`src/rtl/nxt_pkg.sv`:
```
package nxt_pkg;
   localparam int PAGE_BITS = 12;

   localparam logic REGIME_GUEST = 1'b0;
   localparam logic REGIME_HYP   = 1'b1;

   typedef enum logic [1:0] {
      INV_ALL  = 2'b00,
      INV_VMID = 2'b01,
      INV_ASID = 2'b10,
      INV_NONE = 2'b11
   } inv_kind_e;
endpackage

```
`src/rtl/nxt_entry.sv`:
```
module nxt_entry
   import nxt_pkg::*;
#(
   parameter int VPN_W  = 28,
   parameter int PPN_W  = 28,
   parameter int VMID_W = 8,
   parameter int ASID_W = 8
) (
   input  logic              clk,
   input  logic              rst_n,
   input  logic [VPN_W-1:0]  lk_vpn_i,
   input  logic [VMID_W-1:0] lk_vmid_i,
   input  logic [ASID_W-1:0] lk_asid_i,
   input  logic              lk_regime_i,
   input  logic [VPN_W-1:0]  fl_vpn_i,
   input  logic [PPN_W-1:0]  fl_ppn_i,
   input  logic [VMID_W-1:0] fl_vmid_i,
   input  logic [ASID_W-1:0] fl_asid_i,
   input  logic              fl_regime_i,
   input  logic              fl_fault_i,
   input  logic              we_i,
   input  logic              inv_en_i,
   input  logic [1:0]        inv_kind_i,
   input  logic [VMID_W-1:0] inv_vmid_i,
   input  logic [ASID_W-1:0] inv_asid_i,
   output logic              valid_o,
   output logic              lk_hit_o,
   output logic              fl_same_o,
   output logic [PPN_W-1:0]  ppn_o,
   output logic              fault_o
);
   logic              vld_q;
   logic [VPN_W-1:0]  vpn_q;
   logic [PPN_W-1:0]  ppn_q;
   logic [VMID_W-1:0] vmid_q;
   logic [ASID_W-1:0] asid_q;
   logic              regime_q;
   logic              fault_q;
   logic              kill;
   logic              is_guest;

   assign is_guest = (regime_q == REGIME_GUEST);

   // Hypervisor entries ignore VMID and ASID; guest entries need both.
   always_comb begin
      lk_hit_o = vld_q && (vpn_q == lk_vpn_i) && (regime_q == lk_regime_i) &&
                 (!is_guest || ((vmid_q == lk_vmid_i) && (asid_q == lk_asid_i)));
      fl_same_o = vld_q && (vpn_q == fl_vpn_i) && (regime_q == fl_regime_i) &&
                  (!is_guest || ((vmid_q == fl_vmid_i) && (asid_q == fl_asid_i)));
   end

   always_comb begin
      kill = 1'b0;
      if (inv_en_i) begin
         unique case (inv_kind_e'(inv_kind_i))
            INV_ALL:  kill = 1'b1;
            INV_VMID: kill = is_guest && (vmid_q == inv_vmid_i);
            INV_ASID: kill = is_guest && (vmid_q == inv_vmid_i) && (asid_q == inv_asid_i);
            INV_NONE: kill = 1'b0;
         endcase
      end
   end

   always_ff @(posedge clk or negedge rst_n) begin
      if (!rst_n) begin
         vld_q <= 1'b0;
      end else if (we_i) begin
         vld_q <= 1'b1;
      end else if (kill) begin
         vld_q <= 1'b0;
      end
   end

   always_ff @(posedge clk or negedge rst_n) begin
      if (!rst_n) begin
         vpn_q    <= '0;
         ppn_q    <= '0;
         vmid_q   <= '0;
         asid_q   <= '0;
         regime_q <= REGIME_GUEST;
         fault_q  <= 1'b0;
      end else if (we_i) begin
         vpn_q    <= fl_vpn_i;
         ppn_q    <= fl_ppn_i;
         vmid_q   <= fl_vmid_i;
         asid_q   <= fl_asid_i;
         regime_q <= fl_regime_i;
         fault_q  <= fl_fault_i;
      end
   end

   assign valid_o = vld_q;
   assign ppn_o   = ppn_q;
   assign fault_o = fault_q;

   // a written slot is valid on the next cycle
   p_fill_valid_r5: assert property (@(posedge clk) disable iff (!rst_n)
      we_i |=> valid_o) else $error("filled entry not valid");

   // guest-scoped invalidates never touch hypervisor entries
   p_hyp_keep_r7: assert property (@(posedge clk) disable iff (!rst_n)
      (inv_en_i && (inv_kind_i != 2'b00) && valid_o && !is_guest && !we_i) |=> valid_o)
      else $error("hypervisor entry lost");
endmodule

```
`src/rtl/nxt_victim.sv`:
```
module nxt_victim #(
   parameter int ENTRIES = 8
) (
   input  logic               clk,
   input  logic               rst_n,
   input  logic               fill_en_i,
   input  logic [ENTRIES-1:0] valid_i,
   input  logic [ENTRIES-1:0] same_i,
   output logic [ENTRIES-1:0] we_o
);
   localparam int IDX_W = (ENTRIES > 1) ? $clog2(ENTRIES) : 1;

   logic [IDX_W-1:0] rr_q;
   logic [IDX_W-1:0] free_idx;
   logic             free_found;
   logic             any_same;
   logic             replace;

   assign any_same = |same_i;

   // Lowest-indexed invalid entry: scan downwards so the last write wins.
   always_comb begin
      free_found = 1'b0;
      free_idx   = '0;
      for (int i = ENTRIES - 1; i >= 0; i--) begin
         if (!valid_i[i]) begin
            free_found = 1'b1;
            free_idx   = IDX_W'(i);
         end
      end
   end

   assign replace = fill_en_i && !any_same && !free_found;

   always_comb begin
      we_o = '0;
      if (fill_en_i) begin
         if (any_same)        we_o = same_i;
         else if (free_found) we_o[free_idx] = 1'b1;
         else                 we_o[rr_q] = 1'b1;
      end
   end

   always_ff @(posedge clk or negedge rst_n) begin
      if (!rst_n) begin
         rr_q <= '0;
      end else if (replace) begin
         rr_q <= (rr_q == IDX_W'(ENTRIES - 1)) ? '0 : rr_q + 1'b1;
      end
   end

   // at most one slot is written per fill
   p_one_write_r5: assert property (@(posedge clk) disable iff (!rst_n)
      $onehot0(we_o)) else $error("multiple slots written");

   // pointer moves only on a replacement
   p_rr_hold_r5: assert property (@(posedge clk) disable iff (!rst_n)
      !fill_en_i |=> $stable(rr_q)) else $error("pointer moved without fill");
endmodule

```
`src/rtl/nested_xlat_tlb.sv`:
```
module nested_xlat_tlb
   import nxt_pkg::*;
#(
   parameter int ENTRIES   = 8,
   parameter int VA_W      = 40,
   parameter int PA_W      = 40,
   parameter int ASID_W    = 8,
   parameter bit VMID_WIDE = 1'b0,
   localparam int VMID_W   = VMID_WIDE ? 16 : 8,
   localparam int VPN_W    = VA_W - PAGE_BITS,
   localparam int PPN_W    = PA_W - PAGE_BITS
) (
   input  logic              clk,
   input  logic              rst_n,
   input  logic              lk_valid_i,
   input  logic [VA_W-1:0]   lk_vaddr_i,
   input  logic [VMID_W-1:0] lk_vmid_i,
   input  logic [ASID_W-1:0] lk_asid_i,
   input  logic              lk_regime_i,
   output logic              rsp_valid_o,
   output logic              rsp_hit_o,
   output logic              rsp_fault_o,
   output logic [PA_W-1:0]   rsp_paddr_o,
   output logic              walk_req_o,
   output logic [VPN_W-1:0]  walk_vpn_o,
   input  logic              fill_en_i,
   input  logic [VPN_W-1:0]  fill_vpn_i,
   input  logic [PPN_W-1:0]  fill_ppn_i,
   input  logic [VMID_W-1:0] fill_vmid_i,
   input  logic [ASID_W-1:0] fill_asid_i,
   input  logic              fill_regime_i,
   input  logic              fill_fault_i,
   input  logic              inv_en_i,
   input  logic [1:0]        inv_kind_i,
   input  logic [VMID_W-1:0] inv_vmid_i,
   input  logic [ASID_W-1:0] inv_asid_i
);
   if (VA_W > 40 || VA_W <= PAGE_BITS) begin : g_bad_va
      $error("VA_W must lie in 13..40");
   end
   if (PA_W > 40 || PA_W <= PAGE_BITS) begin : g_bad_pa
      $error("PA_W must lie in 13..40");
   end
   if (ENTRIES < 2 || ENTRIES > 64) begin : g_bad_depth
      $error("ENTRIES must lie in 2..64");
   end

   logic [VPN_W-1:0]   lk_vpn;
   logic [ENTRIES-1:0] valid_vec;
   logic [ENTRIES-1:0] hit_vec;
   logic [ENTRIES-1:0] same_vec;
   logic [ENTRIES-1:0] we_vec;
   logic [ENTRIES-1:0] fault_vec;
   logic [PPN_W-1:0]   ppn_arr [ENTRIES];
   logic [PPN_W-1:0]   sel_ppn;
   logic               sel_fault;
   logic               any_hit;

   assign lk_vpn = lk_vaddr_i[VA_W-1:PAGE_BITS];

   for (genvar g = 0; g < ENTRIES; g++) begin : g_ent
      nxt_entry #(
         .VPN_W (VPN_W),
         .PPN_W (PPN_W),
         .VMID_W(VMID_W),
         .ASID_W(ASID_W)
      ) entry_i (
         .clk        (clk),
         .rst_n      (rst_n),
         .lk_vpn_i   (lk_vpn),
         .lk_vmid_i  (lk_vmid_i),
         .lk_asid_i  (lk_asid_i),
         .lk_regime_i(lk_regime_i),
         .fl_vpn_i   (fill_vpn_i),
         .fl_ppn_i   (fill_ppn_i),
         .fl_vmid_i  (fill_vmid_i),
         .fl_asid_i  (fill_asid_i),
         .fl_regime_i(fill_regime_i),
         .fl_fault_i (fill_fault_i),
         .we_i       (we_vec[g]),
         .inv_en_i   (inv_en_i),
         .inv_kind_i (inv_kind_i),
         .inv_vmid_i (inv_vmid_i),
         .inv_asid_i (inv_asid_i),
         .valid_o    (valid_vec[g]),
         .lk_hit_o   (hit_vec[g]),
         .fl_same_o  (same_vec[g]),
         .ppn_o      (ppn_arr[g]),
         .fault_o    (fault_vec[g])
      );
   end

   nxt_victim #(.ENTRIES(ENTRIES)) victim_i (
      .clk      (clk),
      .rst_n    (rst_n),
      .fill_en_i(fill_en_i),
      .valid_i  (valid_vec),
      .same_i   (same_vec),
      .we_o     (we_vec)
   );

   // OR-mux: at most one entry hits, so a wired OR selects it.
   always_comb begin
      sel_ppn   = '0;
      sel_fault = 1'b0;
      for (int i = 0; i < ENTRIES; i++) begin
         if (hit_vec[i]) begin
            sel_ppn   = sel_ppn | ppn_arr[i];
            sel_fault = sel_fault | fault_vec[i];
         end
      end
   end

   assign any_hit = |hit_vec;

   logic                 rsp_valid_q;
   logic                 rsp_hit_q;
   logic                 rsp_fault_q;
   logic [PPN_W-1:0]     rsp_ppn_q;
   logic [PAGE_BITS-1:0] rsp_off_q;
   logic                 walk_q;
   logic [VPN_W-1:0]     walk_vpn_q;

   always_ff @(posedge clk or negedge rst_n) begin
      if (!rst_n) begin
         rsp_valid_q <= 1'b0;
         rsp_hit_q   <= 1'b0;
         rsp_fault_q <= 1'b0;
         rsp_ppn_q   <= '0;
         rsp_off_q   <= '0;
         walk_q      <= 1'b0;
         walk_vpn_q  <= '0;
      end else begin
         rsp_valid_q <= lk_valid_i;
         rsp_hit_q   <= lk_valid_i && any_hit;
         rsp_fault_q <= lk_valid_i && any_hit && sel_fault;
         rsp_ppn_q   <= (lk_valid_i && any_hit) ? sel_ppn : '0;
         rsp_off_q   <= lk_vaddr_i[PAGE_BITS-1:0];
         walk_q      <= lk_valid_i && !any_hit;
         walk_vpn_q  <= lk_vpn;
      end
   end

   assign rsp_valid_o = rsp_valid_q;
   assign rsp_hit_o   = rsp_hit_q;
   assign rsp_fault_o = rsp_fault_q;
   assign rsp_paddr_o = {rsp_ppn_q, rsp_off_q};
   assign walk_req_o  = walk_q;
   assign walk_vpn_o  = walk_vpn_q;

   // tags keep entries unique, so at most one hits
   p_single_hit_r2: assert property (@(posedge clk) disable iff (!rst_n)
      $onehot0(hit_vec)) else $error("several entries hit");

   // response follows a lookup by one cycle
   p_resp_next_r1: assert property (@(posedge clk) disable iff (!rst_n)
      lk_valid_i |=> rsp_valid_o) else $error("missing response");

   // no lookup, no response and no walk request
   p_idle_quiet_r4: assert property (@(posedge clk) disable iff (!rst_n)
      !lk_valid_i |=> (!rsp_valid_o && !walk_req_o)) else $error("spurious walk");

   // page offset passes through untranslated
   p_offset_r1: assert property (@(posedge clk) disable iff (!rst_n)
      lk_valid_i |=> (rsp_paddr_o[PAGE_BITS-1:0] == $past(lk_vaddr_i[PAGE_BITS-1:0])))
      else $error("offset altered");

   // invalidate-all without a fill empties the array
   p_flush_all_r6: assert property (@(posedge clk) disable iff (!rst_n)
      (inv_en_i && inv_kind_i == 2'b00 && !fill_en_i) |=> (valid_vec == '0))
      else $error("entries survive flush");
endmodule

```
`config.mk`:
```
export PLATFORM = sky130hd
export DESIGN_NAME = nested_xlat_tlb
export DESIGN_NICKNAME = d
export VERILOG_FILES = /design/src/rtl/nxt_pkg.sv /design/src/rtl/nxt_entry.sv /design/src/rtl/nxt_victim.sv /design/src/rtl/nested_xlat_tlb.sv
export SDC_FILE = /design/constraint.sdc
export NUM_CORES = 2
export LEC_CHECK = 0
export CORE_MARGIN = 2
export CORE_UTILIZATION = 55
export CTS_CLUSTER_SIZE = 12
export DETAILED_ROUTE_END_ITERATION = 6
export PLACE_DENSITY_LB_ADDON = 0.3
export SYNTH_ARGS = -nofsm -noshare
export SYNTH_HDL_FRONTEND = slang
export SYNTH_HIERARCHICAL = 1
export SYNTH_SLANG_ARGS = --single-unit
```
`constraint.sdc`:
```
create_clock -name clk -period 3.8 [get_ports clk]
set_input_delay 0.57 -clock clk [delete_from_list [all_inputs] [get_ports clk]]
set_output_delay 0.57 -clock clk [all_outputs]
set_load 0.01 [all_outputs]
```
==> impl_metrics.ini <==
[logic_synthesis]
async_flop_share_pct = 100
synth_edf_count = 0
synth-main-ff-cell = dfrtp_1
synth-compound-area-share_pct = 4.74
synth_cells = 2800
synthAdderAreaFrac_pct = 0.0705
ys_ff_latch = 675
synth_area_leaders = dfrtp_1, mux2_2, xor2_1
post-synth-top-area-fraction_pct = 47.6
synth_top_family_by_area = XOR/XNOR gates
yosys_warnings = 6
synth_area_leader_cell = dfrtp_1
syn_area_um2 = 35500
ys_seq_area_share_pct = 47.6
yosys.area_share.simple_pct = 6.71
syn-num-nets = 2956
synth_xor_area_share_pct = 20.5
synthMuxAreaShare_pct = 18.9
synth_cell_type_count = 47
avgSynthCellArea_um2 = 12.7

[run_status]
status = complete, but fails checks
failed_checks = negative hold slack

[grt]
track_usage_pct = 35.0
grt_pass1_vias = 27063
antenna_found_initial = 3
grt_pass1_wl_mm = 174
grt-ovfl-total = 0
grt_max_degree = 110

[routing]
drtIter0Drc = 2162
dr.pass1.iters = 5
drt-vias-per-instance = 6.09
ant_nets = 0
routedWlPerCell_um = 27.6
vias = 25727
drt-total-wl_mm = 117
post-route-drc-count = 0

[power]
ir_worst_vdd_v = 0.000483
leakage_nw = 18.1
p_per_area_nw_per_um2 = 739

[place]
dp.cells = 4095
place_ws_ns = -0.610
gp_congestion = 1.01
numPortBuffers = 225
hpwl_mm = 84.3
place_area_um2 = 41900

[worst_setup_path]
start_kind = input pin
crit_fanout = 10
cp.required_ns = 4.29
path_cells = clkdlybuf4s50_1 > xnor2_1 > nand4_1 > nor3_1 > buf_4 > nand4_1 > a2111oi_2 > buf_4 > or4_4 > nor2_8 > o21ai_0 > buf_4 > a31oi_4 > buf_4 > mux2_2
slowest_delay_ns = 0.55
crit_top_cell = buf_4
end_kind = register
crit_type = in -> reg
crit_path_top_delay_cell = clkdlybuf4s50_1
arrival_ns = 4.21
ff2ff_setup_slack_ns = 0.14

[layout]
multi_input_area_um2 = 18300
fin_nets = 3477
drive_above_1_share_pct = 31.9
fin_cells = 4223
seq_area_um2 = 16900
n_fill_cell = 4463
postLayoutCellArea_um2 = 44400
area_delta_synth_final_pct = 25.1

[timing]
fmax_mhz = 269
slew_headroom_pct = 37.3
max_slew.worst_pin.slew_ns = 0.932
fin_crit_ns = 3.71
clock_skew_ns = 0.0303
fin_crit_sh_pct = 97.7
setup_viol = 0
slew_violations = 0
hold_violations = 2
rsz0062_at_grt = no
holdWs_ns = -0.00982
setup_ws_ns = 0.0862

[clocking]
cts_hold_buf = 0
path_clk_slew_ns = 0.06
cts_tree = yes
clock_path_buffers = 3
clkLatencyLatePin_ns = 0.64
cts-root-buf = clkbuf_16
htreeDepth = 3
cts_buffers = 74
clock-sinks = 675

[die]
rows = 93
start_util_pct = 55.3
fp.dieW_um = 258
dieArea_um2 = 66600
core_area_um2 = 64100
ios = 226
die_h_um = 258

[min_path]
hp-class = in -> async

[run]
maxCapViolCount = 0
## power breakdown
group	internal, mW	total (mW)	switching [mW]
registers	10.4	14.2	3.76
logic	6.26	11.4	5.16
clock network	4.18	7.19	3.01
## per-layer routing
layer / track usage, % / vias up / wire length [um]
met5: 0 / - / 13
met1: 45.7 / 13237 / 46900
met2: 57.0 / 1079 / 55800
li1: - / 11095 / -
met4: 19.7 / 2 / 7330
met3: 4.31 / 314 / 6490
## worst paths after layout
check / cells after the start / startpoint / end
max in group asynchronous: 2 / rst_n / g_ent[7].entry_i/ppn_o[6]
hold reg to reg: 1 / g_ent[5].entry_i/ppn_o[12] / g_ent[5].entry_i/ppn_o[12]
min in group clk: 1 / lk_vaddr_i[7] / rsp_off_q[7]
hold / removal: 1 / rst_n / g_ent[1].entry_i/asid_q[6]
setup / recovery: 15 / fill_vmid_i[3] / g_ent[7].entry_i/vpn_q[22]
setup reg to reg: 14 / g_ent[7].entry_i/asid_q[5] / g_ent[7].entry_i/vpn_q[22]
## state kept, by name, indices dropped and copies added, names as in the netlist
name                    count
g_ent.entry_i/ppn_o       224
g_ent.entry_i/vpn_q       224
g_ent.entry_i/asid_q       64
g_ent.entry_i/vmid_q       64
rsp_ppn_q                  28
walk_vpn_o                 28
rsp_off_q                  12
g_ent.entry_i/fault_o       8
g_ent.entry_i/regime_q      8
g_ent.entry_i/valid_o       8
victim_i/rr_q               3
rsp_fault_o                 1
rsp_hit_o                   1
rsp_valid_o                 1
walk_req_o                  1
## cell usage after synthesis (2+ instances only)
master,instances
a22oi_1,58
a21oi_1,2
buf_4,3
dfrtp_1,675
nand2_1,46
nand2b_1,9
nor2b_1,2
or4_4,2
buf_6,5
a22o_1,29
xor2_1,576
inv_1,4
nor4_1,114
clkbuf_1,7
a221oi_2,10
nor4_2,17
a2111oi_2,16
nand3_1,64
nor3b_1,9
o211ai_1,8
buf_2,76
xnor2_1,256
nor2_1,14
nand4_1,68
a221oi_1,19
nor3_1,49
ha_1,2
mux2_2,592
a31oi_1,41
o21ai_0,7
a311oi_1,2
mux2_4,3
## area by class of cell
cell class              instances  share of cell area (%)
flip-flops and latches        675                    38.0
repair buffers                537                    12.9
clock inverters                23                   0.761
well taps                     855                    2.41
inverters                       5                  0.0423
clock buffers                  98                    4.65
diodes                          2                  0.0113
multi-input cells            2028                    41.2
## repair_timing
| item | 4_1_cts | 5_1_grt |
|---|---|---|
| setup endpoints to repair | 0 | 133 |
| setup buffers | 0 | 3 |
| hold endpoints to repair | 0 | 0 |
| gates resized for setup | 0 | 0 |
## logic make-up (layout without fill, tap and decap cells)
logic type / after synthesis / count (layout)
XOR/XNOR: 832 / 832
flip-flops: 675 / 675
multiplexers: 595 / 595
AND/OR/NAND/NOR: 401 / 401
AO/OA/AOI/OAI: 198 / 198
buffers and inverters: 97 / 663
adder cells (fa/ha/maj): 2 / 2
other: 0 / 2
## cells in the final DEF (no fill, tap or decap), types with 38 or more instances in the layout
| cell | synthesis | final |
|---|---|---|
| buf_4 | 3 | 222 |
| a31oi_1 | 41 | 38 |
| clkbuf_16 | 0 | 77 |
| nor4_1 | 114 | 114 |
| mux2_2 | 592 | 592 |
| nor3_1 | 49 | 49 |
| nand4_1 | 68 | 68 |
| nand3_1 | 64 | 64 |
| xnor2_1 | 256 | 256 |
| a22oi_1 | 58 | 58 |
| nand2_1 | 46 | 46 |
| buf_12 | 0 | 88 |
| clkdlybuf4s50_1 | 0 | 224 |
| xor2_1 | 576 | 576 |
| dfrtp_1 | 675 | 675 |
## worst max-delay path: cells and delay by family
family,cells,cell delay [ns]
buffers and inverters,5,1.32
xor gates and xnor gates,1,0.17
AOI/OAI and AO/OA,3,0.57
and+or+nand+nor,5,1.22
muxes,1,0.35
## stage by stage
| step | setup TNS [ns] | util (%) | power (mW) |
|---|---|---|---|
| final | 0 | 69.2 | 32.8 |
| after global routing | 0 | 69.2 | 34.2 |
| after CTS | 0 | 69.1 | 32.7 |
| after detailed placement | -248.78 | 65.3 | 25.4 |
| after global placement | -231.13 | 65.3 | 24.8 |
| after floorplan | 0 | - | 20.4 |
No activity file was read; power rests on OpenSTA's default activity.
